[src/rtl/alu_flag_pkg.sv]
package alu_flag_pkg;
  localparam int DATA_W = 16;
  localparam int OP_W   = 5;

  typedef enum logic [OP_W-1:0] {
    OP_NOP   = 5'd0,
    OP_ADD   = 5'd1,
    OP_SUB   = 5'd2,
    OP_MUL   = 5'd3,
    OP_AND   = 5'd4,
    OP_OR    = 5'd5,
    OP_XOR   = 5'd6,
    OP_MOV   = 5'd7,
    OP_NEG   = 5'd8,
    OP_NOT   = 5'd9,
    OP_INC   = 5'd10,
    OP_DEC   = 5'd11,
    OP_LDI   = 5'd12,
    OP_TEST  = 5'd16,
    OP_CMP   = 5'd17,
    OP_EQU   = 5'd18,
    OP_DBGON = 5'd20,
    OP_DBGOFF= 5'd21
  } alu_op_e;
endpackage

[src/rtl/alu_datapath.sv]
module alu_datapath
  import alu_flag_pkg::*;
#(
  parameter int W = DATA_W
) (
  input  logic [OP_W-1:0] op_code,
  input  logic [W-1:0]    rs_val,
  input  logic [W-1:0]    rd_val,
  input  logic [W-1:0]    imm,
  output logic [W-1:0]    value,
  output logic            we
);
  localparam logic [W-1:0] ONE = W'(1);

  always_comb begin
    value = '0;
    we    = 1'b1;
    case (op_code)
      OP_ADD: value = rd_val + rs_val;
      OP_SUB: value = rd_val - rs_val;
      OP_MUL: value = rd_val * rs_val;
      OP_AND: value = rd_val & rs_val;
      OP_OR:  value = rd_val | rs_val;
      OP_XOR: value = rd_val ^ rs_val;
      OP_MOV: value = rs_val;
      OP_NEG: value = '0 - rd_val;
      OP_NOT: value = ~rd_val;
      OP_INC: value = rd_val + ONE;
      OP_DEC: value = rd_val - ONE;
      OP_LDI: value = imm;
      default: we = 1'b0;
    endcase
  end
endmodule

[src/rtl/alu_cond_eval.sv]
module alu_cond_eval
  import alu_flag_pkg::*;
#(
  parameter int W = DATA_W
) (
  input  logic [OP_W-1:0] op_code,
  input  logic [W-1:0]    lhs,
  input  logic [W-1:0]    rhs,
  output logic            is_cond,
  output logic            cond_bit
);
  always_comb begin
    is_cond  = 1'b1;
    cond_bit = 1'b0;
    case (op_code)
      OP_TEST: cond_bit = |(lhs & rhs);
      OP_CMP:  cond_bit = (lhs < rhs);
      OP_EQU:  cond_bit = (lhs == rhs);
      default: is_cond = 1'b0;
    endcase
  end
endmodule

[src/rtl/alu_out_stage.sv]
module alu_out_stage #(
  parameter int W = 16
) (
  input  logic         clk,
  input  logic         rst_n,
  input  logic         load,
  input  logic [W-1:0] d_val,
  input  logic         d_we,
  input  logic         out_ready,
  output logic         can_take,
  output logic         out_valid,
  output logic [W-1:0] q_val,
  output logic         q_we
);
  assign can_take = !out_valid || out_ready;

  always_ff @(posedge clk) begin
    if (!rst_n) begin
      out_valid <= 1'b0;
      q_val     <= '0;
      q_we      <= 1'b0;
    end else if (load) begin
      out_valid <= 1'b1;
      q_val     <= d_val;
      q_we      <= d_we;
    end else if (out_ready) begin
      out_valid <= 1'b0;
    end
  end
endmodule

[src/rtl/alu_flag_unit.sv]
module alu_flag_unit
  import alu_flag_pkg::*;
(
  input  logic              clk,
  input  logic              rst_n,
  input  logic              in_valid,
  output logic              in_ready,
  input  logic [OP_W-1:0]   op_code,
  input  logic [DATA_W-1:0] rs_val,
  input  logic [DATA_W-1:0] rd_val,
  input  logic [DATA_W-1:0] imm,
  output logic              out_valid,
  input  logic              out_ready,
  output logic [DATA_W-1:0] res,
  output logic              res_we,
  output logic [DATA_W-1:0] status,
  output logic              debug_mode
);
  logic              accept;
  logic [DATA_W-1:0] dp_value;
  logic              dp_we;
  logic              is_cond;
  logic              cond_bit;
  logic [DATA_W-1:0] status_q;
  logic              dbg_q;

  assign accept = in_valid && in_ready;

  alu_datapath #(.W(DATA_W)) u_dp (
    .op_code (op_code),
    .rs_val  (rs_val),
    .rd_val  (rd_val),
    .imm     (imm),
    .value   (dp_value),
    .we      (dp_we)
  );

  alu_cond_eval #(.W(DATA_W)) u_cond (
    .op_code  (op_code),
    .lhs      (rs_val),
    .rhs      (rd_val),
    .is_cond  (is_cond),
    .cond_bit (cond_bit)
  );

  alu_out_stage #(.W(DATA_W)) u_out (
    .clk       (clk),
    .rst_n     (rst_n),
    .load      (accept),
    .d_val     (dp_value),
    .d_we      (dp_we),
    .out_ready (out_ready),
    .can_take  (in_ready),
    .out_valid (out_valid),
    .q_val     (res),
    .q_we      (res_we)
  );

  // Condition flag: only bit 0 is ever written, upper bits keep their value.
  always_ff @(posedge clk) begin
    if (!rst_n) begin
      status_q <= '0;
    end else if (accept && is_cond) begin
      status_q[0] <= cond_bit;
    end
  end

  always_ff @(posedge clk) begin
    if (!rst_n) begin
      dbg_q <= 1'b0;
    end else if (accept && op_code == OP_DBGON) begin
      dbg_q <= 1'b1;
    end else if (accept && op_code == OP_DBGOFF) begin
      dbg_q <= 1'b0;
    end
  end

  assign status     = status_q;
  assign debug_mode = dbg_q;
endmodule

[config.mk]
export PLATFORM = sky130hd
export DESIGN_NAME = alu_flag_unit
export DESIGN_NICKNAME = d
export VERILOG_FILES = /design/src/rtl/alu_flag_pkg.sv /design/src/rtl/alu_datapath.sv /design/src/rtl/alu_cond_eval.sv /design/src/rtl/alu_out_stage.sv /design/src/rtl/alu_flag_unit.sv
export SDC_FILE = /design/constraint.sdc
export NUM_CORES = 1
export LEC_CHECK = 0
export BUFFER_PORTS_ARGS = -buffer_cell sky130_fd_sc_hd__buf_4
export CAP_MARGIN = 20
export CORE_MARGIN = 4
export CORE_UTILIZATION = 46
export CTS_CLUSTER_SIZE = 8
export DETAILED_ROUTE_END_ITERATION = 10
export HOLD_SLACK_MARGIN = 0.02
export PLACE_DENSITY = 0.65
export SYNTH_ARGS = -nofsm -noshare
export SYNTH_HDL_FRONTEND = slang
export SYNTH_SLANG_ARGS = --single-unit
export TNS_END_PERCENT = 5
[constraint.sdc]
create_clock -name clk -period 7.15 [get_ports clk]
set_input_delay 1.43 -clock clk [delete_from_list [all_inputs] [get_ports clk]]
set_output_delay 1.43 -clock clk [all_outputs]
set_load 0.005 [all_outputs]
# Word-level counts from Yosys, hierarchy flattened
# Index checks and enable logic that the tools add are counted.
[word_totals]
regBits = 20
inputBits = 57
output_inout_bits = 36
[classes]
addsub = 5
n_mul = 1
magnitude_cmp = 1
eq_ne = 18
mux = 8
bitwise_logic = 4
reduce_logical = 11
[ops]
columns = ["op", "n"]
rows = [
  ["$pmux W16 S12", 1],
  ["$eq A5 B4 Y1 const B", 5],
  ["$eq A5 B5 Y1 const B", 5],
  ["$eq A5 B3 Y1 const B", 4],
  ["$add A16 B1 Y16 const B", 1],
  ["$add A16 B16 Y16", 1],
  ["$and A16 B16 Y16", 1],
  ["$eq A16 B16 Y1", 1],
  ["$lt A16 B16 Y1", 1],
  ["$mul A16 B16 Y16", 1],
  ["$not A16 Y16", 1],
  ["$or A16 B16 Y16", 1],
  ["$reduce_or A16 Y1", 1],
  ["$sub A1 B16 Y16 const A", 1],
  ["$sub A16 B1 Y16 const B", 1],
  ["$sub A16 B16 Y16", 1],
  ["$xor A16 B16 Y16", 1],
  ["$reduce_or A12 Y1", 1],
  ["$eq A5 B2 Y1 const B", 2],
  ["$mux W1", 6],
  ["$eq A5 B1 Y1 const B", 1],
  ["$logic_and A1 B1 Y1", 4],
  ["$reduce_bool A2 Y1", 2],
  ["$pmux W1 S3", 1],
  ["3 further kinds", 3],
]

# Longest topological paths before layout
# Gate-level depths: netlist (run 1).
[logic_depth]
word_depth = 6
ltp_mapped = 23

# Modules after synthesis
# From an unflattened synthesis (run 1), not the netlist that was laid out.
[unflattened]
hier_cells = 1067
hier_area_um2 = 8311.7
[modules_own_cells]
columns = ["module", "n_inst", "cells_each", "area_each_um2", "seq_area_each_um2"]
rows = [
  ["alu_datapath", 1, 895, 6691.4, 0.0],
  ["alu_cond_eval", 1, 87, 696.9, 0.0],
  ["alu_out_stage", 1, 58, 689.4, 360.3],
  ["alu_flag_unit", 1, 27, 234.0, 40.0],
]

# Worst setup path after synthesis (run 1)
# Ideal clock, no wire load.
[synth_timing]
path_type = "input -> register"
startpoint = "input rs_val[1]"
endpoint = "register u_out.q_val[15]"
t_arrival_ns = 6.422
setup_slack_ns = 0.603
cell_stages = 20
cell_sequence = "clkbuf_1 -> clkinv_1 -> nor2_1 -> fa_1 -> inv_1 -> fa_1 -> inv_1 -> fa_1 -> fa_1 -> inv_1 -> fa_1 -> fa_1 -> xnor2_1 -> xnor2_1 -> xnor2_1 -> xnor2_1 -> xnor3_1 -> xnor2_1 -> a221oi_1 -> a21oi_1"
[synth_via]
elab_chain_cells = 2
[synth_lines]
columns = ["item", "line_no", "source"]
rows = [
  ["start: declaration", "alu_flag_unit.sv:9", "input logic [DATA_W-1:0] rs_val,"],
  ["$mul A16 B16 Y16, or another cell as far along", "alu_datapath.sv:21", "OP_MUL: value = rd_val * rs_val;"],
  ["$pmux W16 S12 (*)", "alu_datapath.sv:18", "case (op_code)"],
  ["end signal: assignment", "alu_out_stage.sv:24", "q_val <= d_val;"],
  ["end: declaration", "alu_out_stage.sv:12", "output logic [W-1:0] q_val,"],
]
# Every way passes the cells marked *; elsewhere a longest branch is shown, timed or not.
# A chain may end at the register's enable or synchronous reset.

# Worst setup path after layout (run 1)
[layout_timing]
startpoint = "input rs_val[6]"
endpoint = "register u_out.q_val[14]"
# Same word-level chain as after synthesis.

==> impl_metrics.csv, run 1 <==
group,metric,value,unit
run_status,outcome,"finished clean",
layout,drive_above_1_share,10.7,%
layout,antenna_cells,0,
floorplanning,coreArea,0.0174,sq mm
layout,fin_nets,1414,
hold_path,hp-class,"reg -> reg",
sta,slew_violations,0,
sta,rsz0062_at_grt,"false",
placement,gp_congestion,0.980,
synth,ys_warn_count,0,
drt,wl_met3,2920,um
synth,synthCells,1096,
layout,final_util,52.5,%
grt,grt_pass1_wl,46100,um
synth,ys_ff_latch,20,
drt,vias,8169,
worst_setup_path,arrival,6.78,ns
drt,highest_layer,"met4",
grt,grt_pass1_vias,8137,
drt,dr_wl_met2,12900,um
clock_tree,hold_buffers,0,
sta,finalSetupViolCount,0,
drt,wl_per_cell,21.3,um
sta,fmax,152,MHz
worst_setup_path,endpoint_kind,"register",
worst_setup_path,crit_path_top_delay_cell,"fa_1",
layout,multi_input_area,0.00699,sq mm
hold_path,hold_end,"u_out.q_val[4]",
worst_setup_path,crit_family,"adder cells",
clock_tree,clkTransAtPathRegs,0.06,ns
grt,grtUsageTotal,29.5,%
worst_setup_path,slowest_delay,0.55,ns
grt,grt_overflow,0,
worst_setup_path,rrSetupSlack,4.77,ns
synth,synth_top_area_share,19.7,%
clock_tree,post_cts_buffers,0,
clock_tree,h-tree-depth,1,
floorplanning,pin_count,93,
worst_setup_path,rr_endpoint,"u_out.q_val[0]",
drt,ant_nets,0,
placement,dp_hpwl,24100,um
worst_setup_path,cp_common_cell,"fa_1",
sta,fin_crit,6.58,ns
sta,setup-tns-final,0,ns
clock_tree,cts_buffers,3,
floorplanning,fp.dieW,142,um
worst_setup_path,reg2reg_depth,8,
power_and_ir_drop,ir_worst_vdd,0.395,mV
synth,async_flop_share,0,%
layout,fillers,1787,
worst_setup_path,cp.required,7.35,ns
worst_setup_path,crit_chain,"buf_4, clkinv_1, nor2_1, fa_1, inv_1, fa_1, fa_1, fa_1, inv_1, fa_1, inv_1, fa_1, inv_1, ha_1, and3_1, a211oi_1, a21oi_1, xor2_1, a22oi_1, a21oi_1",
clock_tree,cts.path.max_buffers,2,
synth,yosys-top-cells-area,"fa_1 20%, ha_1 18%, xnor2_1 7.8%",
floorplanning,num_rows,48,
hold_path,min_from,"u_out.q_val[4]",
run,maxCapViolCount,0,
drt,drcViolationCount,0,
sta,maxSlewHeadroom,33.5,%
worst_setup_path,r2r_start,"u_out.out_valid",
sta,tightest_slew,0.990,ns
drt,vias_per_cell,5.90,
synth,syn-cell-area,0.00822,sq mm
hold_path,hold_depth,2,
sta,fin_skew,0.00257,ns
grt,grt_max_degree,18,
layout,syn2layout_area_growth,11.3,%
floorplanning,start_util,47.2,%
floorplanning,die_h,142,um
clock_tree,post_cts_resized,0,
clock_tree,clock_latency,0.26,ns
clock_tree,cts_tree,"built",
sta,hold_viol,0,
power_and_ir_drop,leakage,4.31,nW
drt,wl_met1,12300,um
synth,synth_top_area_cell,"fa_1",
worst_setup_path,cp_max_fo,11,
clock_tree,cts.sinks,20,
grt,antenna_found_initial,0,
drt,routed_wl,29500,um
placement,portBuffers,77,
synth,synth.avg_cell_area,7.50,sq um
drt,drtIter0Drc,854,
clock_tree,clockRootBuffer,"clkbuf_16",
floorplanning,die_area,0.0201,sq mm
drt,drt_first_pass_iters,6,
worst_setup_path,setup.worst_path.class,"in -> reg",
synth,synthFlopType,"dfxtp_1",
synth,ys_seq_area_share,4.87,%
synth,ys_types,69,
worst_setup_path,start_kind,"primary input",
sta,finalCritPeriodShare,92.0,%
layout,seq_area,400,sq um
power_and_ir_drop,p_per_area,258,mW/mm^2
worst_setup_path,crit_buf_inv,6,
synth,synth_edf_count,0,
-- layout by cell type (no fill, tap or decap), drive strengths merged, types with 4 or more instances in the layout --
| cell type | count |
|---|---|
| o21bai | 4 |
| nor2b | 6 |
| o22ai | 7 |
| nor2 | 127 |
| o211ai | 9 |
| a31oi | 9 |
| inv | 154 |
| o31ai | 5 |
| xnor2 | 73 |
| conb | 15 |
| a21oi | 56 |
| or3 | 8 |
| nand4 | 6 |
| mux2i | 4 |
| a22oi | 13 |
| nand3 | 17 |
| a211oi | 10 |
| or2 | 4 |
| a21o | 8 |
| fa | 81 |
| a311oi | 4 |
| xor2 | 13 |
| o21a | 5 |
| nor4 | 17 |
| nor3 | 19 |
| o21ai | 38 |
| a221oi | 21 |
| nand2 | 119 |
| nand2b | 9 |
| ha | 116 |
| and2 | 8 |
| dfxtp | 20 |
| buf | 101 |
| clkinv | 10 |
-- cell usage after synthesis (3+ instances only) --
| cell type | n |
|---|---|
| or3_1 | 4 |
| a31oi_1 | 9 |
| fa_1 | 81 |
| xnor2_1 | 73 |
| ha_1 | 116 |
| nor3b_1 | 3 |
| clkbuf_1 | 33 |
| o21a_1 | 5 |
| buf_4 | 17 |
| o2111ai_1 | 3 |
| inv_1 | 153 |
| nand4_1 | 6 |
| o211ai_1 | 9 |
| or3_2 | 3 |
| o21ai_0 | 38 |
| o21bai_1 | 4 |
| a21oi_1 | 56 |
| buf_2 | 3 |
| nor3_1 | 19 |
| or2_2 | 4 |
| clkinv_1 | 10 |
| o22ai_1 | 7 |
| a21o_1 | 8 |
| nand2b_1 | 9 |
| a221oi_1 | 21 |
| a311oi_1 | 4 |
| mux2i_1 | 4 |
| nor2b_1 | 6 |
| xor2_1 | 13 |
| a211oi_1 | 10 |
| nor2_1 | 127 |
| and2_1 | 8 |
| a22oi_1 | 13 |
| nand2_1 | 119 |
| nand3_1 | 17 |
| dfxtp_1 | 20 |
| o221ai_1 | 3 |
| o31ai_1 | 5 |
| nor4_1 | 16 |
-- report_power, final --
part / total, mW / switching (mW) / internal [mW]
Sequential: 0.120 / 0.00294 / 0.117
Combinational: 2.08 / 1.20 / 0.874
Clock: 0.162 / 0.0509 / 0.111
-- worst reg2reg max path: stages (launching register included) --
cell	delay, ns
dfxtp_1	0.31
nand2b_1	0.13
nand2_1	0.46
a2111oi_1	0.54
buf_4	0.26
inv_1	0.17
a31oi_1	0.28
a21oi_1	0.07
nor2_1	0.10
-- flip-flops by register name, summed over array words and instances, names as in the netlist --
signal,cells
u_out.out_valid,1
u_out.q_val,16
status,1
debug_mode,1
u_out.q_we,1
-- layer usage --
| metal | global-route usage, % | up-vias |
|---|---|---|
| met5 | 0 | - |
| met2 | 45.6 | 440 |
| li1 | - | 3759 |
| met3 | 6.00 | 83 |
| met4 | 11.4 | 0 |
| met1 | 40.7 | 3887 |
-- per-stage QoR --
step / cell area (sq um) / setup WS (ns) / instances / hold slack (ns) / total power [mW]
CTS: 9150 / 0.557 / 1384 / 0.464 / 2.38
finish: 9150 / 0.571 / 1384 / 0.460 / 2.36
global route: 9150 / 0.290 / 1384 / 0.482 / 2.61
floorplan: 8270 / 0.603 / 1110 / 0.453 / 1.59
global placement: 9040 / 0.416 / 1380 / 0.451 / 2.17
detailed placement: 9040 / 0.312 / 1380 / 0.454 / 2.21
-- worst max-delay path by stage --
stage                     startpoint              end  slack [ns]  depth (start not counted)
final                      rs_val[6]  u_out.q_val[14]        0.57                         20
after global routing       rs_val[5]  u_out.q_val[14]        0.29                         20
after CTS                  rs_val[6]  u_out.q_val[14]        0.56                         20
after detailed placement   rs_val[6]  u_out.q_val[15]        0.31                         21
after global placement     rs_val[6]  u_out.q_val[14]        0.42                         20
after floorplan            rs_val[1]  u_out.q_val[15]        0.60                         20
-- cell families after synthesis --
family	after synthesis	synth area share [%]
other	1	0.0456
buffers and inverters	220	11.1
XOR/XNOR	87	9.44
flip-flops	20	4.87
multiplexers	4	0.487
AND/OR/NAND/NOR	353	19.3
adder cells (fa/ha/maj)	197	37.4
AO/OA/AOI/OAI	214	17.3
-- final cells by class --
cell class                 instances  area share [%]
clock buffer                       3           0.820
clock inverter                     1           0.328
inverter                         164            6.73
multi-input combinational        870            76.4
sequential                        20            4.38
tap                              225            3.08
timing repair buffer             101            8.29
No activity file was read; power rests on OpenSTA's default activity.
==> inputs of run 2 (changes only) <==
- PLACE_DENSITY: 0.65 -> 0.63
==> impl_metrics.csv, run 2 (synthesis gave the netlist of run 1 again) <==
group,metric,value,unit
hold_path,min_from,"u_out.q_val[4]",
worst_setup_path,crit_family,"adder cells",
clock_tree,clock_latency,0.26,ns
layout,regMostFlops,"u_out.q_val",
clock_tree,post_cts_resized,0,
worst_setup_path,slowest_delay,0.55,ns
clock_tree,cts.path.max_buffers,2,
sta,worst_slack,0.495,ns
power_and_ir_drop,ir_worst_vdd,0.426,mV
drt,vias,8187,
worst_setup_path,arrival,6.85,ns
worst_setup_path,cp.required,7.35,ns
sta,finalCritPeriodShare,93.1,%
sta,tightest_slew,1.08,ns
power_and_ir_drop,switching_share,54.3,%
floorplanning,num_rows,48,
grt,grt_pass1_vias,8198,
layout,syn2layout_area_growth,10.8,%
drt,routed_wl,29500,um
drt,drcViolationCount,0,
layout,stdcell_count,1380,
power_and_ir_drop,leakage,4.28,nW
power_and_ir_drop,p_comb_share,89.2,%
worst_setup_path,cp_common_cell,"fa_1",
placement,gp_congestion,0.978,
clock_tree,post_cts_buffers,0,
worst_setup_path,r2r_start,"u_out.out_valid",
hold_path,hold_end,"u_out.q_val[4]",
clock_tree,cts.sinks,20,
worst_setup_path,start_kind,"primary input",
drt,vias_per_cell,5.93,
clock_tree,hold_buffers,0,
drt,ant_nets,0,
power_and_ir_drop,p_seq_share,5.1,%
floorplanning,start_util,47.2,%
worst_setup_path,crit_chain,"buf_4, clkinv_1, nor2_1, fa_1, inv_1, fa_1, fa_1, fa_1, inv_1, fa_1, inv_1, fa_1, inv_1, ha_1, and3_1, a211oi_1, a21oi_1, xor2_1, a22oi_1, a21oi_1",
sta,slew_violations,0,
sta,maxSlewHeadroom,27.2,%
floorplanning,pin_count,93,
grt,antenna_found_initial,0,
power_and_ir_drop,internal-power,1.07,mW
floorplanning,die_h,142,um
grt,grt_max_degree,18,
clock_tree,cts_tree,"built",
floorplanning,die_area,0.0201,sq mm
layout,final_cell_mix,"153 x inv_1, 127 x nor2_1, 119 x nand2_1",
worst_setup_path,endpoint_kind,"register",
layout,final_common_cell,"inv_1",
worst_setup_path,reg2reg_depth,8,
drt,drt_first_pass_iters,7,
worst_setup_path,crit_path_top_delay_cell,"fa_1",
grt,met3_usage,6.03,%
hold_path,hp-class,"reg -> reg",
sta,rsz0062_at_grt,"false",
drt,drtIter0Drc,902,
layout,antenna_cells,0,
power_and_ir_drop,p_clk_share,5.7,%
sta,setup-tns-final,0,ns
sta,hold_viol,0,
sta,fin_crit,6.66,ns
layout,largest_register_ffs,16,
placement,portBuffers,77,
sta,fin_skew,0.00614,ns
floorplanning,coreArea,0.0174,sq mm
drt,wl_per_cell,21.4,um
worst_setup_path,rrSetupSlack,4.79,ns
layout,fin_nets,1410,
grt,grtUsageTotal,29.3,%
worst_setup_path,rr_endpoint,"u_out.q_val[0]",
run_status,outcome,"finished clean",
clock_tree,h-tree-depth,1,
placement,dpl_worst_slack,0.246,ns
grt,use_met1,39.9,%
hold_path,hold_depth,2,
worst_setup_path,setup.worst_path.class,"in -> reg",
power_and_ir_drop,p_per_area,258,mW/mm^2
run,maxCapViolCount,0,
clock_tree,clkTransAtPathRegs,0.06,ns
grt,grt_pass1_wl,45900,um
floorplanning,fp.dieW,142,um
power_and_ir_drop,power.total,2.35,mW
power_and_ir_drop,p_sw,1.28,mW
sta,finalSetupViolCount,0,
grt,grt_use_met2,46.7,%
worst_setup_path,cp_max_fo,10,
grt,grt_overflow,0,
placement,dp_hpwl,24100,um
sta,fmax,150,MHz
clock_tree,cts_buffers,3,
grt,grt-busiest-layer,"met2",
worst_setup_path,crit_buf_inv,6,
placement,dp.cells,1376,
clock_tree,clockRootBuffer,"clkbuf_16",
layout,drive_above_1_share,10.5,%
## run 2: final cells by class
cell class	count	area, sq um
Fill cell	1793	8310
Multi-Input combinational cell	870	6990
Timing Repair Buffer	97	728
Inverter	164	616
Sequential cell	20	400
Tap cell	225	282
Clock buffer	4	88.8
## run 2: worst max-delay path by stage
stage | cells past startpoint | slack (ns) | from | endpoint
2_1_floorplan | 20 | 0.60 | rs_val[1] | u_out.q_val[15]
3_3_place_gp | 20 | 0.28 | rs_val[6] | u_out.q_val[14]
3_5_place_dp | 20 | 0.25 | rs_val[5] | u_out.q_val[14]
4_1_cts | 20 | 0.49 | rs_val[5] | u_out.q_val[14]
5_1_grt | 21 | 0.20 | rs_val[5] | u_out.q_val[15]
6_report | 20 | 0.49 | rs_val[5] | u_out.q_val[14]
## run 2: stage by stage
step / hold slack [ns] / cell area [sq um] / util [%]
2_1_floorplan: 0.453 / 8270 / -
3_3_place_gp: 0.447 / 9020 / 51.8
3_5_place_dp: 0.454 / 9020 / 51.8
4_1_cts: 0.463 / 9110 / 52.3
5_1_grt: 0.490 / 9110 / 52.3
6_report: 0.463 / 9110 / 52.3
## run 2: worst min-delay path: stages (launching register included)
cell	delay (ns)
dfxtp_1	0.31
nand2_1	0.05
a21oi_1	0.05
## run 2: routing by layer
metal | wire [um] | vias to the layer above | part of all wire [%]
met1 | 11900 | 3920 | 40
li1 | - | 3754 | -
met3 | 3140 | 65 | 11
met5 | 0 | - | 0
met2 | 13500 | 448 | 46
met4 | 996 | 0 | 3.4
## run 2: power by group through the flow
stage | Sequential, mW | Clock (mW) | Combinational [mW]
6_report | 0.120 | 0.134 | 2.10
3_3_place_gp | 0.123 | 0 | 2.08
4_1_cts | 0.120 | 0.136 | 2.13
3_5_place_dp | 0.123 | 0 | 2.11
2_1_floorplan | 0.123 | 0 | 1.47
5_1_grt | 0.121 | 0.142 | 2.34
==> inputs of run 3 (changes only) <==
- ABC_AREA: unset -> 1
==> impl_metrics.csv, run 3 <==
group,metric,value,unit
run_status,outcome,"finished clean",
layout,syn2layout_area_growth,7.96,%
floorplanning,die_h,150,um
sta,fin_skew,0.00324,ns
clock_tree,clockRootBuffer,"clkbuf_16",
clock_tree,hold_buffers,0,
clock_tree,clkTransAtPathRegs,0.06,ns
sta,slew_violations,0,
synth,yosys-top-cells-area,"fa_1 18%, ha_1 16%, nand2_1 15%",
clock_tree,cts.path.max_buffers,2,
placement,dp_hpwl,26700,um
synth,ys_seq_area_share,4.33,%
sta,worst_slack,0.689,ns
worst_setup_path,endpoint_kind,"register",
placement,placed_cell_area,0.00988,sq mm
drt,drcViolationCount,0,
worst_setup_path,arrival,6.63,ns
worst_setup_path,setup.worst_path.class,"in -> reg",
grt,grt_overflow,0,
layout,largest_register_ffs,16,
floorplanning,num_rows,51,
worst_setup_path,crit_buf_inv,7,
layout,fin_nets,1760,
worst_setup_path,r2r_start,"u_out.out_valid",
worst_setup_path,cp_max_fo,17,
clock_tree,h-tree-depth,1,
worst_setup_path,start_kind,"primary input",
worst_setup_path,cp.required,7.32,ns
layout,final_common_cell,"nand2_1",
layout,antenna_cells,0,
drt,wl_per_cell,18.7,um
placement,portBuffers,77,
sta,finalSetupViolCount,0,
floorplanning,start_util,47.2,%
grt,grt_max_degree,22,
worst_setup_path,reg2reg_depth,5,
layout,final_util,50.9,%
clock_tree,post_cts_buffers,0,
power_and_ir_drop,leakage,5.65,nW
layout,final_area,0.00997,sq mm
drt,drt_first_pass_iters,7,
clock_tree,clock_latency,0.26,ns
clock_tree,cts_buffers,3,
run,maxCapViolCount,0,
layout,regMostFlops,"u_out.q_val",
synth,async_flop_share,0,%
drt,vias_per_cell,5.44,
synth,synthFlopType,"dfxtp_1",
floorplanning,die_area,0.0224,sq mm
synth,synthCells,1463,
worst_setup_path,crit_family,"adder cells",
power_and_ir_drop,ir_worst_vdd,0.161,mV
drt,drtIter0Drc,908,
worst_setup_path,slowest_delay,0.54,ns
sta,fin_crit,6.46,ns
floorplanning,fp.dieW,150,um
grt,grtUsageTotal,29.8,%
drt,vias,9627,
synth,yosysMostFrequentCell,"nand2_1",
sta,rsz0062_at_grt,"false",
clock_tree,cts.sinks,20,
grt,grt_pass1_vias,9219,
sta,setup-tns-final,0,ns
layout,drive_above_1_share,9.17,%
synth,syn-cell-area,0.00924,sq mm
synth,synth_top_area_cell,"fa_1",
clock_tree,post_cts_resized,0,
synth,ys_warn_count,0,
grt,grt_pass1_wl,51500,um
floorplanning,coreArea,0.0196,sq mm
worst_setup_path,rrSetupSlack,4.92,ns
worst_setup_path,crit_path_top_delay_cell,"fa_1",
grt,antenna_found_initial,0,
synth,ys_types,57,
sta,hold_viol,0,
worst_setup_path,worstSetupEndpoint,"u_out.q_val[15]",
layout,final_cell_mix,"367 x nand2_1, 318 x inv_1, 116 x ha_1",
synth,synth.avg_cell_area,6.31,sq um
worst_setup_path,crit_cells,26,
sta,fmax,155,MHz
placement,gp_congestion,0.993,
sta,maxSlewHeadroom,40.8,%
synth,ys_ff_latch,20,
power_and_ir_drop,p_per_area,207,mW/mm^2
synth,synth_top_area_share,17.6,%
synth,ys_top_cells_by_count,"367 x nand2_1, 318 x inv_1, 116 x ha_1, 89 x nand3_1, 86 x nor2_1",
placement,dpl_worst_slack,0.432,ns
drt,routed_wl,33200,um
worst_setup_path,critPathLaunch,"rd_val[6]",
sta,holdWs,0.463,ns
hold_path,hp-class,"reg -> reg",
sta,tightest_slew,0.886,ns
drt,ant_nets,0,
floorplanning,pin_count,93,
synth,synth_edf_count,0,
worst_setup_path,rr_endpoint,"u_out.q_val[4]",
clock_tree,cts_tree,"built",
sta,finalCritPeriodShare,90.4,%
run 3: cell count changes after synthesis, moves of 25 or more:
cell,change
nand2_1,+248
inv_1,+165
nand3_1,+72
xnor2_1,-71
nor2_1,-41
a21oi_1,+25
run 3: area by class of cell:
type	count	area, sq um
clock buffers	4	88.8
fillers	2079	9620
inverters	335	1270
multi-input cells	1064	7260
flip-flops and latches	20	400
well taps	265	332
repair buffers	82	616
run 3: report_power, final:
group          internal (mW)  switching [mW]  leakage, nW
Combinational          0.662            1.15         5.44
Sequential             0.119         0.00457        0.163
Clock                 0.0855          0.0464       0.0442
Total                  0.866            1.20         5.65
run 3: worst reg2reg max path, stage by stage (launching register included):
cell      delay (ns)
dfxtp_1         0.33
nand2_1         0.09
nand2_1         0.57
clkinv_1        0.72
o41ai_1         0.29
a21oi_1         0.11
run 3: cell families after synthesis:
group | after synthesis | share of synthesized area (%)
AND/OR/NAND/NOR | 627 | 29.9
buffers and inverters | 393 | 17.6
AO/OA/AOI/OAI | 211 | 13.5
adder cells (fa/ha/maj) | 197 | 33.3
flip-flops | 20 | 4.33
XOR/XNOR | 14 | 1.33
other | 1 | 0.0406
run 3: worst min path at each step:
stage / start / to / slack, ns / depth (start not counted)
after floorplan: debug_mode / debug_mode / 0.46 / 2
after global placement: u_out.q_val[9] / u_out.q_val[9] / 0.46 / 2
after detailed placement: u_out.q_val[3] / u_out.q_val[3] / 0.46 / 2
after CTS: u_out.q_val[3] / u_out.q_val[3] / 0.46 / 2
after global routing: u_out.q_val[3] / u_out.q_val[3] / 0.48 / 2
final: u_out.q_val[3] / u_out.q_val[3] / 0.46 / 2
run 3: metrics by stage:
step / std cells / power, mW
after floorplan: 1477 / 1.46
after global placement: 1766 / 1.92
after detailed placement: 1766 / 1.93
after CTS: 1770 / 2.08
after global routing: 1770 / 2.37
final: 1770 / 2.07
run 3: layer usage:
layer | global-route usage, % | up-vias | part of all wire [%]
met4 | 11.1 | 0 | 4.8
li1 | - | 4652 | -
met2 | 47.4 | 437 | 44
met5 | 0 | - | 0
met3 | 3.63 | 79 | 8.4
met1 | 41.5 | 4459 | 43
